--- src/rtl/mpw_pkg.sv ---
package mpw_pkg;

  typedef enum logic [2:0] {
    RS_IDLE  = 3'd0,
    RS_START = 3'd1,
    RS_BITS  = 3'd2,
    RS_STOP  = 3'd3,
    RS_WAIT  = 3'd4
  } rx_state_e;

endpackage

--- src/rtl/mpw_rx_frame.sv ---
module mpw_rx_frame
  import mpw_pkg::*;
#(
  parameter int DATA_W     = 8,
  parameter int OVERSAMPLE = 16
) (
  input  logic              clk,
  input  logic              rst_n,
  input  logic              rxd,
  input  logic              tick,
  input  logic              enable,
  output logic              done,
  output logic [DATA_W-1:0] data,
  output logic              tag,
  output logic              stop_bit,
  output logic              idle
);

  localparam int CW   = $clog2(OVERSAMPLE);
  localparam int BW   = $clog2(DATA_W + 1);
  localparam int SW   = DATA_W + 1;
  localparam logic [CW-1:0] HALF = CW'(OVERSAMPLE / 2 - 1);
  localparam logic [CW-1:0] LAST = CW'(OVERSAMPLE - 1);
  localparam logic [BW-1:0] NBIT = BW'(DATA_W);

  logic [1:0]    sync_q;
  logic          line;
  rx_state_e     st_q, st_n;
  logic [CW-1:0] tc_q, tc_n;
  logic [BW-1:0] bc_q, bc_n;
  logic [SW-1:0] sh_q, sh_n;
  logic          done_q, done_n;
  logic          stop_q, stop_n;

  assign line = sync_q[1];

  always_comb begin
    st_n   = st_q;
    tc_n   = tc_q;
    bc_n   = bc_q;
    sh_n   = sh_q;
    done_n = 1'b0;
    stop_n = stop_q;
    if (!enable) begin
      st_n = RS_IDLE;
      tc_n = '0;
    end else begin
      unique case (st_q)
        RS_IDLE: begin
          if (tick && !line) begin
            st_n = RS_START;
            tc_n = '0;
          end
        end
        RS_START: begin
          if (tick) begin
            if (tc_q == HALF) begin
              tc_n = '0;
              bc_n = '0;
              st_n = line ? RS_IDLE : RS_BITS;
            end else begin
              tc_n = tc_q + 1'b1;
            end
          end
        end
        RS_BITS: begin
          if (tick) begin
            if (tc_q == LAST) begin
              tc_n = '0;
              sh_n = {line, sh_q[SW-1:1]};
              if (bc_q == NBIT) st_n = RS_STOP;
              else              bc_n = bc_q + 1'b1;
            end else begin
              tc_n = tc_q + 1'b1;
            end
          end
        end
        RS_STOP: begin
          if (tick) begin
            if (tc_q == LAST) begin
              tc_n   = '0;
              done_n = 1'b1;
              stop_n = line;
              st_n   = RS_WAIT;
            end else begin
              tc_n = tc_q + 1'b1;
            end
          end
        end
        RS_WAIT: begin
          if (line) st_n = RS_IDLE;
        end
        default: st_n = RS_IDLE;
      endcase
    end
  end

  always_ff @(posedge clk or negedge rst_n) begin
    if (!rst_n) begin
      sync_q <= 2'b11;
      st_q   <= RS_IDLE;
      tc_q   <= '0;
      bc_q   <= '0;
      sh_q   <= '0;
      done_q <= 1'b0;
      stop_q <= 1'b1;
    end else begin
      sync_q <= {sync_q[0], rxd};
      st_q   <= st_n;
      tc_q   <= tc_n;
      bc_q   <= bc_n;
      sh_q   <= sh_n;
      done_q <= done_n;
      stop_q <= stop_n;
    end
  end

  assign done     = done_q;
  assign data     = sh_q[DATA_W-1:0];
  assign tag      = sh_q[SW-1];
  assign stop_bit = stop_q;
  assign idle     = (st_q == RS_IDLE);

endmodule

--- src/rtl/mpw_rx_fifo.sv ---
module mpw_rx_fifo #(
  parameter int WIDTH = 8,
  parameter int DEPTH = 16
) (
  input  logic             clk,
  input  logic             rst_n,
  input  logic             wr,
  input  logic [WIDTH-1:0] wdata,
  input  logic             rd,
  output logic [WIDTH-1:0] rdata,
  output logic             full,
  output logic             empty,
  output logic [$clog2(DEPTH):0] count
);

  localparam int AW = $clog2(DEPTH);

  logic [WIDTH-1:0] mem [DEPTH];
  logic [AW:0]      wp_q, wp_n, rp_q, rp_n;
  logic             do_wr, do_rd;

  assign empty = (wp_q == rp_q);
  assign full  = (wp_q[AW] != rp_q[AW]) && (wp_q[AW-1:0] == rp_q[AW-1:0]);
  assign count = wp_q - rp_q;
  assign do_wr = wr && !full;
  assign do_rd = rd && !empty;
  assign rdata = mem[rp_q[AW-1:0]];

  always_comb begin
    wp_n = do_wr ? wp_q + 1'b1 : wp_q;
    rp_n = do_rd ? rp_q + 1'b1 : rp_q;
  end

  always_ff @(posedge clk) begin
    if (do_wr) mem[wp_q[AW-1:0]] <= wdata;
  end

  always_ff @(posedge clk or negedge rst_n) begin
    if (!rst_n) begin
      wp_q <= '0;
      rp_q <= '0;
    end else begin
      wp_q <= wp_n;
      rp_q <= rp_n;
    end
  end

endmodule

--- src/rtl/mpw_rx_ctl.sv ---
module mpw_rx_ctl (
  input  logic clk,
  input  logic rst_n,
  input  logic done,
  input  logic tag,
  input  logic stop_bit,
  input  logic mp_fmt,
  input  logic mpie_wr,
  input  logic mpie_wdata,
  input  logic fer_clr,
  input  logic ovr_clr,
  input  logic fifo_full,
  output logic fifo_wr,
  output logic fer,
  output logic ovr,
  output logic mpb,
  output logic mpie
);

  logic armed, release_f, accept;
  logic mpie_q, mpie_n, fer_q, fer_n, ovr_q, ovr_n, mpb_q, mpb_n;

  always_comb begin
    armed     = mp_fmt && mpie_q;
    release_f = done && armed && tag;
    accept    = done && (!armed || tag);
    fifo_wr   = accept && !fifo_full;

    if (release_f)    mpie_n = 1'b0;
    else if (mpie_wr) mpie_n = mpie_wdata;
    else              mpie_n = mpie_q;

    if (accept && !stop_bit) fer_n = 1'b1;
    else if (fer_clr)        fer_n = 1'b0;
    else                     fer_n = fer_q;

    if (accept && fifo_full) ovr_n = 1'b1;
    else if (ovr_clr)        ovr_n = 1'b0;
    else                     ovr_n = ovr_q;

    mpb_n = accept ? tag : mpb_q;
  end

  always_ff @(posedge clk or negedge rst_n) begin
    if (!rst_n) begin
      mpie_q <= 1'b0;
      fer_q  <= 1'b0;
      ovr_q  <= 1'b0;
      mpb_q  <= 1'b0;
    end else begin
      mpie_q <= mpie_n;
      fer_q  <= fer_n;
      ovr_q  <= ovr_n;
      mpb_q  <= mpb_n;
    end
  end

  assign fer  = fer_q;
  assign ovr  = ovr_q;
  assign mpb  = mpb_q;
  assign mpie = mpie_q;

endmodule

--- src/rtl/mpu_wake_rx.sv ---
module mpu_wake_rx #(
  parameter int DATA_W     = 8,
  parameter int OVERSAMPLE = 16,
  parameter int FIFO_DEPTH = 16
) (
  input  logic              clk,
  input  logic              rst_n,
  input  logic              rxd,
  input  logic              tick16,
  input  logic              rx_en,
  input  logic              mp_fmt,
  input  logic              rie,
  input  logic              mpie_wr,
  input  logic              mpie_wdata,
  input  logic              fer_clr,
  input  logic              ovr_clr,
  input  logic              rd_en,
  output logic [DATA_W-1:0] rd_data,
  output logic              dr,
  output logic              fer,
  output logic              ovr,
  output logic              mpb,
  output logic              mpie,
  output logic              rxi,
  output logic              eri
);

  localparam int CNT_W = $clog2(FIFO_DEPTH) + 1;

  logic [1:0]        rst_sync_q;
  logic              rst_int_n;
  logic              fr_done, fr_tag, fr_stop, fr_idle;
  logic [DATA_W-1:0] fr_data;
  logic              fifo_wr, fifo_full, fifo_empty;
  logic [CNT_W-1:0]  fifo_cnt;

  always_ff @(posedge clk or negedge rst_n) begin
    if (!rst_n) rst_sync_q <= 2'b00;
    else        rst_sync_q <= {rst_sync_q[0], 1'b1};
  end
  assign rst_int_n = rst_sync_q[1];

  mpw_rx_frame #(.DATA_W(DATA_W), .OVERSAMPLE(OVERSAMPLE)) i_frame (
    .clk(clk), .rst_n(rst_int_n), .rxd(rxd), .tick(tick16), .enable(rx_en),
    .done(fr_done), .data(fr_data), .tag(fr_tag), .stop_bit(fr_stop), .idle(fr_idle)
  );

  mpw_rx_ctl i_ctl (
    .clk(clk), .rst_n(rst_int_n), .done(fr_done), .tag(fr_tag), .stop_bit(fr_stop),
    .mp_fmt(mp_fmt), .mpie_wr(mpie_wr), .mpie_wdata(mpie_wdata),
    .fer_clr(fer_clr), .ovr_clr(ovr_clr), .fifo_full(fifo_full),
    .fifo_wr(fifo_wr), .fer(fer), .ovr(ovr), .mpb(mpb), .mpie(mpie)
  );

  mpw_rx_fifo #(.WIDTH(DATA_W), .DEPTH(FIFO_DEPTH)) i_fifo (
    .clk(clk), .rst_n(rst_int_n), .wr(fifo_wr), .wdata(fr_data), .rd(rd_en),
    .rdata(rd_data), .full(fifo_full), .empty(fifo_empty), .count(fifo_cnt)
  );

  assign dr  = !fifo_empty;
  assign rxi = rie && dr;
  assign eri = rie && (fer || ovr);

endmodule

--- config.mk ---
export PLATFORM = sky130hd
export DESIGN_NAME = mpu_wake_rx
export DESIGN_NICKNAME = d
export VERILOG_FILES = /design/src/rtl/mpw_pkg.sv /design/src/rtl/mpw_rx_frame.sv /design/src/rtl/mpw_rx_fifo.sv /design/src/rtl/mpw_rx_ctl.sv /design/src/rtl/mpu_wake_rx.sv
export SDC_FILE = /design/constraint.sdc
export NUM_CORES = 1
export LEC_CHECK = 0
export BUFFER_PORTS_ARGS = -buffer_cell sky130_fd_sc_hd__buf_2
export CORE_MARGIN = 2
export CORE_UTILIZATION = 29
export CTS_BUF_LIST = sky130_fd_sc_hd__clkbuf_8
export CTS_CLUSTER_DIAMETER = 40
export DETAILED_ROUTE_END_ITERATION = 7
export PLACE_DENSITY = 0.47
export SKIP_CTS_REPAIR_TIMING = 1
export SLEW_MARGIN = 20
export SYNTH_ARGS = -nofsm -noshare
export SYNTH_HDL_FRONTEND = slang
export SYNTH_HIERARCHICAL = 1
export SYNTH_SLANG_ARGS = --single-unit
--- constraint.sdc ---
create_clock -name clk -period 1.9 [get_ports clk]
set_clock_uncertainty 0.15 [all_clocks]
set_input_delay 0.285 -clock clk [delete_from_list [all_inputs] [get_ports clk]]
set_output_delay 0.285 -clock clk [all_outputs]
set_load 0.01 [all_outputs]
==> impl_metrics.tcl <==
set metrics [dict create \
    grt_pass1_vias 4091 \
    finalNetCount 537 \
    swShare_pct 31.72 \
    drtAntennaViolNets 0 \
    critPathLaunchType "flip-flop" \
    cap_violations 0 \
    violations "negative setup slack" \
    placedCellCount 799 \
    design_area_um2 9062 \
    cp_slowest_cell "dfrtp_2" \
    hpwlAfterDp_mm 10.48 \
    place.port_buffers 26 \
    clkTransAtPathRegs_ps 100 \
    yosys_warnings 6 \
    wire_per_inst_um 18.69 \
    synth_nets 444 \
    antenna_found_initial 0 \
    crit_buf_inv 3 \
    die_w_um 161.2 \
    routed_wl_mm 15.89 \
    cpMostUsedCell "o21ai_1" \
    p_sw_mw 2.811 \
    synthCells 420 \
    power.share.sequential_pct 46.1 \
    num_rows 57 \
    hold_depth 3 \
    ff2ff_path_depth 10 \
    worstHoldPathType "in2reg" \
    crit_fanout 11 \
    multi_input_area_um2 2432 \
    power_frac_comb_pct 25.9 \
    dieArea_um2 25980 \
    setup_slack_ps -712.5 \
    synthesis.area_um2 7166 \
    antennaDiodeCount 0 \
    crit_path_end_kind "output pin" \
    crit_required_ps 1460 \
    rsz0062_at_grt "yes" \
    crit_start "i_fifo/rp_q[0]" \
    max_slew.worst_pin.slew_ps 767.5 \
    first_iter_violations 245 \
    min_from "mp_fmt" \
    status "finished with violations" \
    vias 3943 \
    drc 0 \
    cts_tree "yes" \
    drive_above_1_share_pct 39.35 \
    finalCritPeriodShare_pct 137.5 \
    p_clk_share_pct 28.0 \
    gr-total-overflow 0 \
    initial_core_util_pct 29.46 \
    io_pins 27 \
    dr.pass1.iters 4 \
    path_cells "buf_12, clkbuf_16, mux2i_1, a221oi_2, o21ai_1, o21ai_1, buf_2" \
    finalHoldViolations 0 \
    path_class "reg2out" \
    setup_viol 143 \
    cts_made_buffers 17 \
    cp_top_family "compound AO/OA/AOI/OAI gates" \
    fin_cells 850 \
    r2r-start "i_fifo/rp_q[0]" \
    max_stage_delay_ps 450 \
    place_congestion 0.7466 \
    insertion_delay_ps 460 \
    htreeDepth 4 \
    clock_sinks 168 \
    grt_pass1_wl_mm 24.77 \
    power.density_nw_per_um2 978.1 \
    whs_endpoint "i_ctl/mpie" \
    die_h_um 161.2 \
    p_leak_nw 3.577 \
    synth.avg_cell_area_um2 17.06 \
    max_freq_mhz 382.8 \
    arrival_ps 2180 \
    dp_slack_ps -425.4 \
    reg2reg_to "i_fifo/mem[0][5]" \
    track_usage_pct 12.87 \
    p_int_mw 6.052 \
    grt_max_degree 26 \
    cts-root-buf "clkbuf_8" \
    ir_drop_mv 0.3821 \
    reg2reg_slack_ps -410 \
    syn_to_final_growth_pct 26.47 \
    finalMaxSlewViolations 0 \
    dpl_cell_area_um2 8275 \
    avgViaCountPerCell 4.639 \
    cts_buffer_depth 2 \
    regArea_um2 4851 \
    fillers 2242 \
    min_period_ps 2612 \
    coreArea_um2 24320 \
    max_slew_margin_pct 48.83 \
]
## cells in the final DEF (no fill, tap or decap), types with 4 or more instances in the layout
cell type,count
dfrtp_1,35
inv_6,4
nor3_4,4
a221oi_2,8
buf_12,18
inv_1,8
mux2_4,9
nor2_4,12
dlygate4sd3_1,8
xnor2_1,8
edfxtp_1,128
ha_4,4
nand3b_1,5
buf_4,38
nand4_1,4
buf_2,26
mux4_1,6
mux2i_1,26
ha_1,7
inv_2,4
nand2_8,4
o21ai_1,19
clkbuf_8,17
nand2_1,11
mux4_2,18
## tightest hold or removal path, cell delays in order
cell and delay [ps]:
buf_2 100, and3_2 160, a21oi_1 60
## metal layers
layer	wire length [um]	vias up	track usage, %
li1	-	1841	-
met4	201	0	4.383
met5	0	-	0
met1	6846	2032	16.38
met2	8399	56	22.10
met3	440	14	2.440
## flip-flops by register name (all words and copies together), names as in the netlist
| signal | cells |
|---|---|
| rst_sync_q | 2 |
| i_frame/bc_q | 4 |
| i_frame/tc_q | 4 |
| i_frame/st_q | 3 |
| i_frame/sync_q | 2 |
| i_fifo/wp_q | 5 |
| i_ctl/fer | 1 |
| i_fifo/rp_q | 5 |
| i_frame/done | 1 |
| i_ctl/ovr | 1 |
| i_frame/stop_bit | 1 |
| i_frame/sh_q | 9 |
| i_ctl/mpb | 1 |
| i_fifo/mem | 128 |
| i_ctl/mpie | 1 |
## worst max path at each step
| stage | to | slack [ps] | depth (start not counted) |
|---|---|---|---|
| after floorplan | i_fifo/mem[1][0] | -630 | 12 |
| after global placement | i_fifo/mem[0][6] | -390 | 10 |
| after detailed placement | i_fifo/mem[0][6] | -430 | 10 |
| after CTS | rd_data[0] | -930 | 7 |
| after global routing | rd_data[0] | -800 | 6 |
| final | rd_data[5] | -710 | 7 |
## layout make-up
class / count / share of cell area, %
repair buffers: 95 / 10.26
inverters: 13 / 0.5661
well taps: 324 / 4.473
clock buffers: 17 / 2.582
multi-input cells: 218 / 26.84
flip-flops and latches: 168 / 53.53
clock inverters: 15 / 1.753
## power by group through the flow
| stage | Sequential (mW) | Clock [mW] | Combinational, mW |
|---|---|---|---|
| 2_1_floorplan | 4.14 | 0 | 1.45 |
| 3_3_place_gp | 4.15 | 0 | 1.98 |
| 3_5_place_dp | 4.16 | 0 | 1.97 |
| 4_1_cts | 4.08 | 2.58 | 1.98 |
| 5_1_grt | 4.10 | 2.72 | 2.48 |
| 6_report | 4.09 | 2.48 | 2.30 |
## per-stage QoR
stage	util (%)	TNS (ps)	total power [mW]	hold WS [ps]
after floorplan	-	-71780	5.586	-160.6
after global placement	34.03	-46120	6.135	-76.26
after detailed placement	34.03	-49980	6.126	-72.71
after CTS	35.64	-58920	8.631	-586.8
after global routing	37.26	-69010	9.295	1.426
final	37.26	-54420	8.864	14.82
(Power assumes the default switching activity.)
